==> src/rtl/ppo_pkg.sv <==
package ppo_pkg;
    localparam logic [2:0] A_PERIOD = 3'd0;
    localparam logic [2:0] A_NEXT   = 3'd1;
    localparam logic [2:0] A_ENABLE = 3'd2;
    localparam logic [2:0] A_CTRL   = 3'd3;
    localparam logic [2:0] A_STATUS = 3'd4;
    localparam logic [2:0] A_OUTPUT = 3'd5;

    localparam int CTL_RUN    = 0;
    localparam int CTL_IRQEN  = 1;
    localparam int CTL_SEL_LO = 2;
endpackage

==> src/rtl/ppo_timer.sv <==
module ppo_timer #(
    parameter int CNT_W = 16
) (
    input  logic             clk,
    input  logic             rst_n,
    input  logic             run,
    input  logic [CNT_W-1:0] period,
    output logic             match
);
    typedef struct packed {
        logic [CNT_W-1:0] cnt;
    } tmr_t;

    tmr_t cur_q, nxt_d;

    always_comb begin
        nxt_d = cur_q;
        match = run && (cur_q.cnt == period);
        if (!run || match) begin
            nxt_d.cnt = '0;
        end else begin
            nxt_d.cnt = cur_q.cnt + 1'b1;
        end
    end

    always_ff @(posedge clk or negedge rst_n) begin
        if (!rst_n) cur_q <= '0;
        else        cur_q <= nxt_d;
    end
endmodule

==> src/rtl/ppo_xfer.sv <==
module ppo_xfer #(
    parameter int DATA_W  = 8,
    parameter int GROUP_W = 4,
    parameter int SEL_W   = 2
) (
    input  logic                               clk,
    input  logic                               rst_n,
    input  logic                               own_match,
    input  logic [(2**SEL_W)-2:0]              ext_match,
    input  logic [(DATA_W/GROUP_W)*SEL_W-1:0]  sel,
    input  logic [DATA_W-1:0]                  next_data,
    input  logic [DATA_W-1:0]                  enable,
    input  logic                               dir_we,
    input  logic [DATA_W-1:0]                  dir_data,
    output logic [DATA_W-1:0]                  pins
);
    localparam int NGRP = DATA_W / GROUP_W;
    localparam int NSRC = 2 ** SEL_W;

    typedef struct packed {
        logic [DATA_W-1:0] out;
    } xfer_t;

    xfer_t cur_q, nxt_d;
    logic [NSRC-1:0] src;
    logic [NGRP-1:0] trig;

    assign src = {ext_match, own_match};

    for (genvar g = 0; g < NGRP; g++) begin : g_trig
        logic [SEL_W-1:0] s;
        assign s       = sel[g*SEL_W +: SEL_W];
        assign trig[g] = src[s];
    end

    always_comb begin
        nxt_d = cur_q;
        for (int i = 0; i < DATA_W; i++) begin
            if (enable[i]) begin
                if (trig[i / GROUP_W]) nxt_d.out[i] = next_data[i];
            end else if (dir_we) begin
                nxt_d.out[i] = dir_data[i];
            end
        end
    end

    always_ff @(posedge clk or negedge rst_n) begin
        if (!rst_n) cur_q <= '0;
        else        cur_q <= nxt_d;
    end

    assign pins = cur_q.out;
endmodule

==> src/rtl/tmr_pattern_port.sv <==
module tmr_pattern_port #(
    parameter int DATA_W  = 8,
    parameter int GROUP_W = 4,
    parameter int SEL_W   = 2,
    parameter int CNT_W   = 16
) (
    input  logic                  clk,
    input  logic                  rst_n,
    input  logic                  wr_en,
    input  logic [2:0]            wr_addr,
    input  logic [CNT_W-1:0]      wr_data,
    input  logic [(2**SEL_W)-2:0] ext_match,
    output logic [DATA_W-1:0]     pins,
    output logic                  irq_flag,
    output logic                  irq
);
    import ppo_pkg::*;

    localparam int NGRP   = DATA_W / GROUP_W;
    localparam int SELS_W = NGRP * SEL_W;

    typedef struct packed {
        logic [CNT_W-1:0]  period;
        logic [DATA_W-1:0] next;
        logic [DATA_W-1:0] en;
        logic              run;
        logic              irq_en;
        logic [SELS_W-1:0] sel;
        logic              flag;
    } regs_t;

    regs_t cur_q, nxt_d;
    logic  tmr_match;
    logic  dir_we;
    logic  run_w;
    logic [DATA_W-1:0] en_w;

    assign run_w = cur_q.run;
    assign en_w  = cur_q.en;

    always_comb begin
        nxt_d  = cur_q;
        dir_we = 1'b0;
        if (wr_en) begin
            case (wr_addr)
                A_PERIOD: nxt_d.period = wr_data;
                A_NEXT:   nxt_d.next   = wr_data[DATA_W-1:0];
                A_ENABLE: nxt_d.en     = wr_data[DATA_W-1:0];
                A_CTRL: begin
                    nxt_d.run    = wr_data[CTL_RUN];
                    nxt_d.irq_en = wr_data[CTL_IRQEN];
                    nxt_d.sel    = wr_data[CTL_SEL_LO +: SELS_W];
                end
                A_OUTPUT: dir_we = 1'b1;
                default: ;
            endcase
        end
        if (tmr_match) begin
            nxt_d.flag = 1'b1;
        end else if (wr_en && wr_addr == A_STATUS && wr_data[0]) begin
            nxt_d.flag = 1'b0;
        end
    end

    always_ff @(posedge clk or negedge rst_n) begin
        if (!rst_n) cur_q <= '0;
        else        cur_q <= nxt_d;
    end

    ppo_timer #(.CNT_W(CNT_W)) u_timer (
        .clk    (clk),
        .rst_n  (rst_n),
        .run    (run_w),
        .period (cur_q.period),
        .match  (tmr_match)
    );

    ppo_xfer #(.DATA_W(DATA_W), .GROUP_W(GROUP_W), .SEL_W(SEL_W)) u_xfer (
        .clk       (clk),
        .rst_n     (rst_n),
        .own_match (tmr_match),
        .ext_match (ext_match),
        .sel       (cur_q.sel),
        .next_data (cur_q.next),
        .enable    (en_w),
        .dir_we    (dir_we),
        .dir_data  (wr_data[DATA_W-1:0]),
        .pins      (pins)
    );

    assign irq_flag = cur_q.flag;
    assign irq      = cur_q.flag & cur_q.irq_en;
endmodule

==> config.mk <==
export PLATFORM = sky130hd
export DESIGN_NAME = tmr_pattern_port
export DESIGN_NICKNAME = d
export VERILOG_FILES = /design/src/rtl/ppo_pkg.sv /design/src/rtl/ppo_timer.sv /design/src/rtl/ppo_xfer.sv /design/src/rtl/tmr_pattern_port.sv
export SDC_FILE = /design/constraint.sdc
export NUM_CORES = 1
export LEC_CHECK = 0
export CAP_MARGIN = 20
export CORE_MARGIN = 2
export CORE_UTILIZATION = 30
export DETAILED_ROUTE_END_ITERATION = 12
export PLACE_DENSITY = 0.56
export SYNTH_ARGS = -nofsm -noshare
export SYNTH_HDL_FRONTEND = slang
export SYNTH_SLANG_ARGS = --single-unit
==> constraint.sdc <==
create_clock -name clk -period 2.35 [get_ports clk]
set_input_delay 0.47 -clock clk [delete_from_list [all_inputs] [get_ports clk]]
set_output_delay 0.47 -clock clk [all_outputs]
set_load 0.02 [all_outputs]
==> results by group <==
Global routing
  – GRT Util Overall: around an eighth
  – Via count of the first global-routing pass: about 2200
  – GRT overflow: 0
  – Initial antenna violation count: 0
  – Maximum number of pins on one net before global-route repair: 27
  – Global-route wire length before repair: between 10 and 15 mm

Placement
  – Setup slack after placement: between 200 and 250 ps
  – Total of buffers placed on input and output ports: 34
  – Hpwl dp: ~4.8 mm
  – Placement-stage cell area: around 3600 um^2
  – Final RePlAce weighted congestion: between 0.7 and 0.8

Power
  – Part of the total power dissipated in the clock network: 31.1%
  – Share of power burned in registers: a little over two fifths
  – Internal power summed over all cells: ~2.4 mW
  – Switching share of power: between 20% and 30%
  – Relative contribution of combinational cells to total power: 25.5%
  – Maximum VDD drop: between 0.3 and 0.4 mV
  – LEAKAGE: 1.565 nW
  – Net Sw Power: slightly below 1 mW
  – Cell area power density: approximately 900 nW/um^2

STA
  – Final worst path period share: 91.49%
  – Count of final max-slew check failures: 0
  – Number of failing hold endpoints at the final stage: 0
  – Setup_tns: 0 ps
  – Min cycle time layout: roughly 2100 ps
  – Final setup fails: 0
  – Relative slew margins: about two thirds
  – Worst clock skew on the final layout: just over 10 ps
  – Maximum achievable frequency: about 470 MHz
  – Worst-Margin Slew: between 500 and 600 ps
  – Setup repair after global routing missed its margin: false
  – Post-layout worst setup margin: around 200 ps

Route
  – Starting DRC count in detailed routing: 48
  – Vias after detailed routing: between 2000 and 2500
  – Via/cell ratio: around 4.8
  – Total detailed-routing wirelength: between 6 and 7 mm
  – Post-route DRC violation count: 0
  – Antenna-violating nets left: 0
  – Routed WL per cell: about 15 um
  – Iteration count of the initial detailed-routing pass: 4

Worst setup path
  – Internal reg-to-reg setup slack: between 200 and 250 ps
  – Worst Path Max Fanout: 9
  – Critical path endpoint category: flip-flop
  – Critical path startpoint category: flip-flop
  – Critical path's slowest cell: and4_1
  – Biggest cell delay along the critical path: roughly 600 ps
  – Worst path arrival time: approximately 2400 ps
  – Cells traversed along the worst timing path: xor2_1, nor4_1, and4_1, a21oi_1, nor3_1
  – Critical path start-end classification: flip-flop to flip-flop
  – Depth of the most critical reg-to-reg path: 5
  – Worst path required time: between 2000 and 3000 ps

CTS
  – Quantity of gates resized following cts: 0
  – CTS tree: done
  – Clock latency at the later pin of the worst-skew pair: between 300 and 400 ps
  – Sinks on the clock net: 63
  – Clock-pin slew of the registers on the worst-case setup and hold paths: around 70 ps
  – Cts hold-fix bufs: 0
  – Buffers inserted during post-CTS setup optimization: 0
  – CTS H-tree depth: 3
  – Number of buffers created by CTS: 9
  – Number of buffers between clock root and the deepest sink: 2
  – Root buf cell: clkbuf_8

Synthesis
  – Main flop type after synthesis: dfrtp_1
  – Register bit count reported by yosys: 63
  – Count of flip-flops with a built-in enable after synthesis: 0
  – Syn Area/Cell: ~12 um^2
  – Proportion of register bits with asynchronous set or reset after synthesis: 100.0%
  – Mapped Cells: roughly 260
  – Post-Syn Area: slightly above 3000 um^2
  – Number of library cell types mapped by synthesis: 34
  – Count of warnings emitted by yosys: 0
  – Synthesized netlist net count: 288
  – Part of the Yosys area used for sequential elements: ~50%

Die
  – Die outline height: approximately 110 um
  – I/O pin cnt: 35
  – Core box area: roughly 10000 um^2
  – Horizontal die dimension: roughly 110 um
  – Effective utilization at floorplan: 30.36%
  – Area of the die: 11130 um^2
  – Cell Rows: 37

Finish
  – Ratio of cells with drive above 1 in the final layout: between 20% and 30%
  – Final #Nets: 332
  – Leading cell type in the layout, fill and taps excluded: dfrtp_1
  – Highest-count cells in the layout ignoring fill and taps: dfrtp_1 (63), mux2_2 (47), clkdlybuf4s50_1 (33), nor2_1 (23), xor2_1 (21)
  – Layout area overhead: 23.63%
  – Share of the core filled with cells: between 30% and 40%
  – Non-Filler Cell Area, Final: around 3800 um^2
  – Total inserted antenna cells: 0

Worst hold path
  – Worst hold path class: input port to asynchronous set/reset pin

Run
  – Max Cap Viol: 0

Status
  – Run status: complete, no violations
## state kept, by name, indices dropped and copies added, names as in the netlist
register and count:
run_w 1, cur_q 29, irq_flag 1, u_timer.cur_q 16, u_xfer.pins 8, en_w 8
## final timing paths
check                                        endpoint                         from
max reg2reg                u_xfer.pins[7]$_DFFE_PN0P_  u_timer.cur_q[10]$_DFF_PN0_
min                        u_xfer.pins[1]$_DFFE_PN0P_                        rst_n
max                        u_xfer.pins[7]$_DFFE_PN0P_  u_timer.cur_q[10]$_DFF_PN0_
max in group asynchronous  u_timer.cur_q[4]$_DFF_PN0_                        rst_n
min reg2reg                      cur_q[5]$_DFFE_PN0P_         cur_q[5]$_DFFE_PN0P_
min in group clk                 cur_q[5]$_DFFE_PN0P_         cur_q[5]$_DFFE_PN0P_
## cells in the mapped netlist, types with 2 or more instances
| library cell | number | share of area (%) |
|---|---|---|
| a21oi_1 | 9 | 1.5 |
| and2_1 | 4 | 0.81 |
| and4_1 | 3 | 0.85 |
| buf_2 | 3 | 0.49 |
| dfrtp_1 | 63 | 51 |
| inv_1 | 2 | 0.24 |
| mux2_2 | 47 | 17 |
| mux2i_1 | 2 | 0.65 |
| nand2_1 | 8 | 0.97 |
| nand2b_1 | 4 | 0.81 |
| nand3_1 | 5 | 0.81 |
| nand3b_1 | 8 | 1.9 |
| nand4_1 | 4 | 0.81 |
| nor2_1 | 23 | 2.8 |
| nor2b_1 | 2 | 0.40 |
| nor3_1 | 17 | 2.8 |
| nor4_1 | 3 | 0.61 |
| o22ai_1 | 8 | 1.6 |
| or2b_2 | 4 | 1.1 |
| xnor2_1 | 9 | 2.5 |
| xor2_1 | 21 | 5.9 |
## critical path: cells and delay by family, from the launching register on
kind	cells	cell delay, ps
XOR/XNOR	1	180
AND/OR/NAND/NOR	3	1290
flip-flops	1	440
AO/OA/AOI/OAI	1	140
## area by class of cell
type	count	area (um^2)
multi-input combinational	192	1466
clock buffer	13	158.9
sequential	63	1577
inverter	2	7.507
clock inverter	3	65.06
timing repair buffer	38	377.9
fill	1020	6362
tap	136	170.2
## metal layers
metal | GRT usage (%) | up-vias | part of all wire (%)
met5 | 0 | - | 0
met4 | 4.605 | 0 | 1.6
met3 | 4.453 | 11 | 3.4
met2 | 21.43 | 30 | 50
met1 | 16.12 | 1077 | 45
li1 | - | 1013 | -
## stage by stage
stage | hold WS (ps) | power, mW | cells
floorplan | 174.4 | 2.045 | 262
global placement | 484.5 | 2.375 | 431
detailed placement | 486.0 | 2.393 | 431
CTS | 117.9 | 3.485 | 447
global route | 133.9 | 3.632 | 447
finish | 104.3 | 3.437 | 447
## kinds of logic after synthesis
family	after synthesis	synth area share (%)
AOI/OAI and AO/OA	19	3.683
xor gates and xnor gates	30	8.499
and+or+nand+nor	93	17.08
muxes	49	17.77
adders and majority gates	1	0.4046
DFF	63	50.99
buffers and inverters	7	1.578
## power by group through the flow
stage                     registers [mW]  logic [mW]  clock network [mW]
final                               1.49       0.875                1.07
after detailed placement            1.51       0.881                   0
after global routing                1.52       0.957                1.15
after floorplan                     1.54       0.504                   0
after CTS                           1.49       0.888                1.10
after global placement              1.51       0.864                   0
Note: power is estimated with default switching activity, not from simulation.
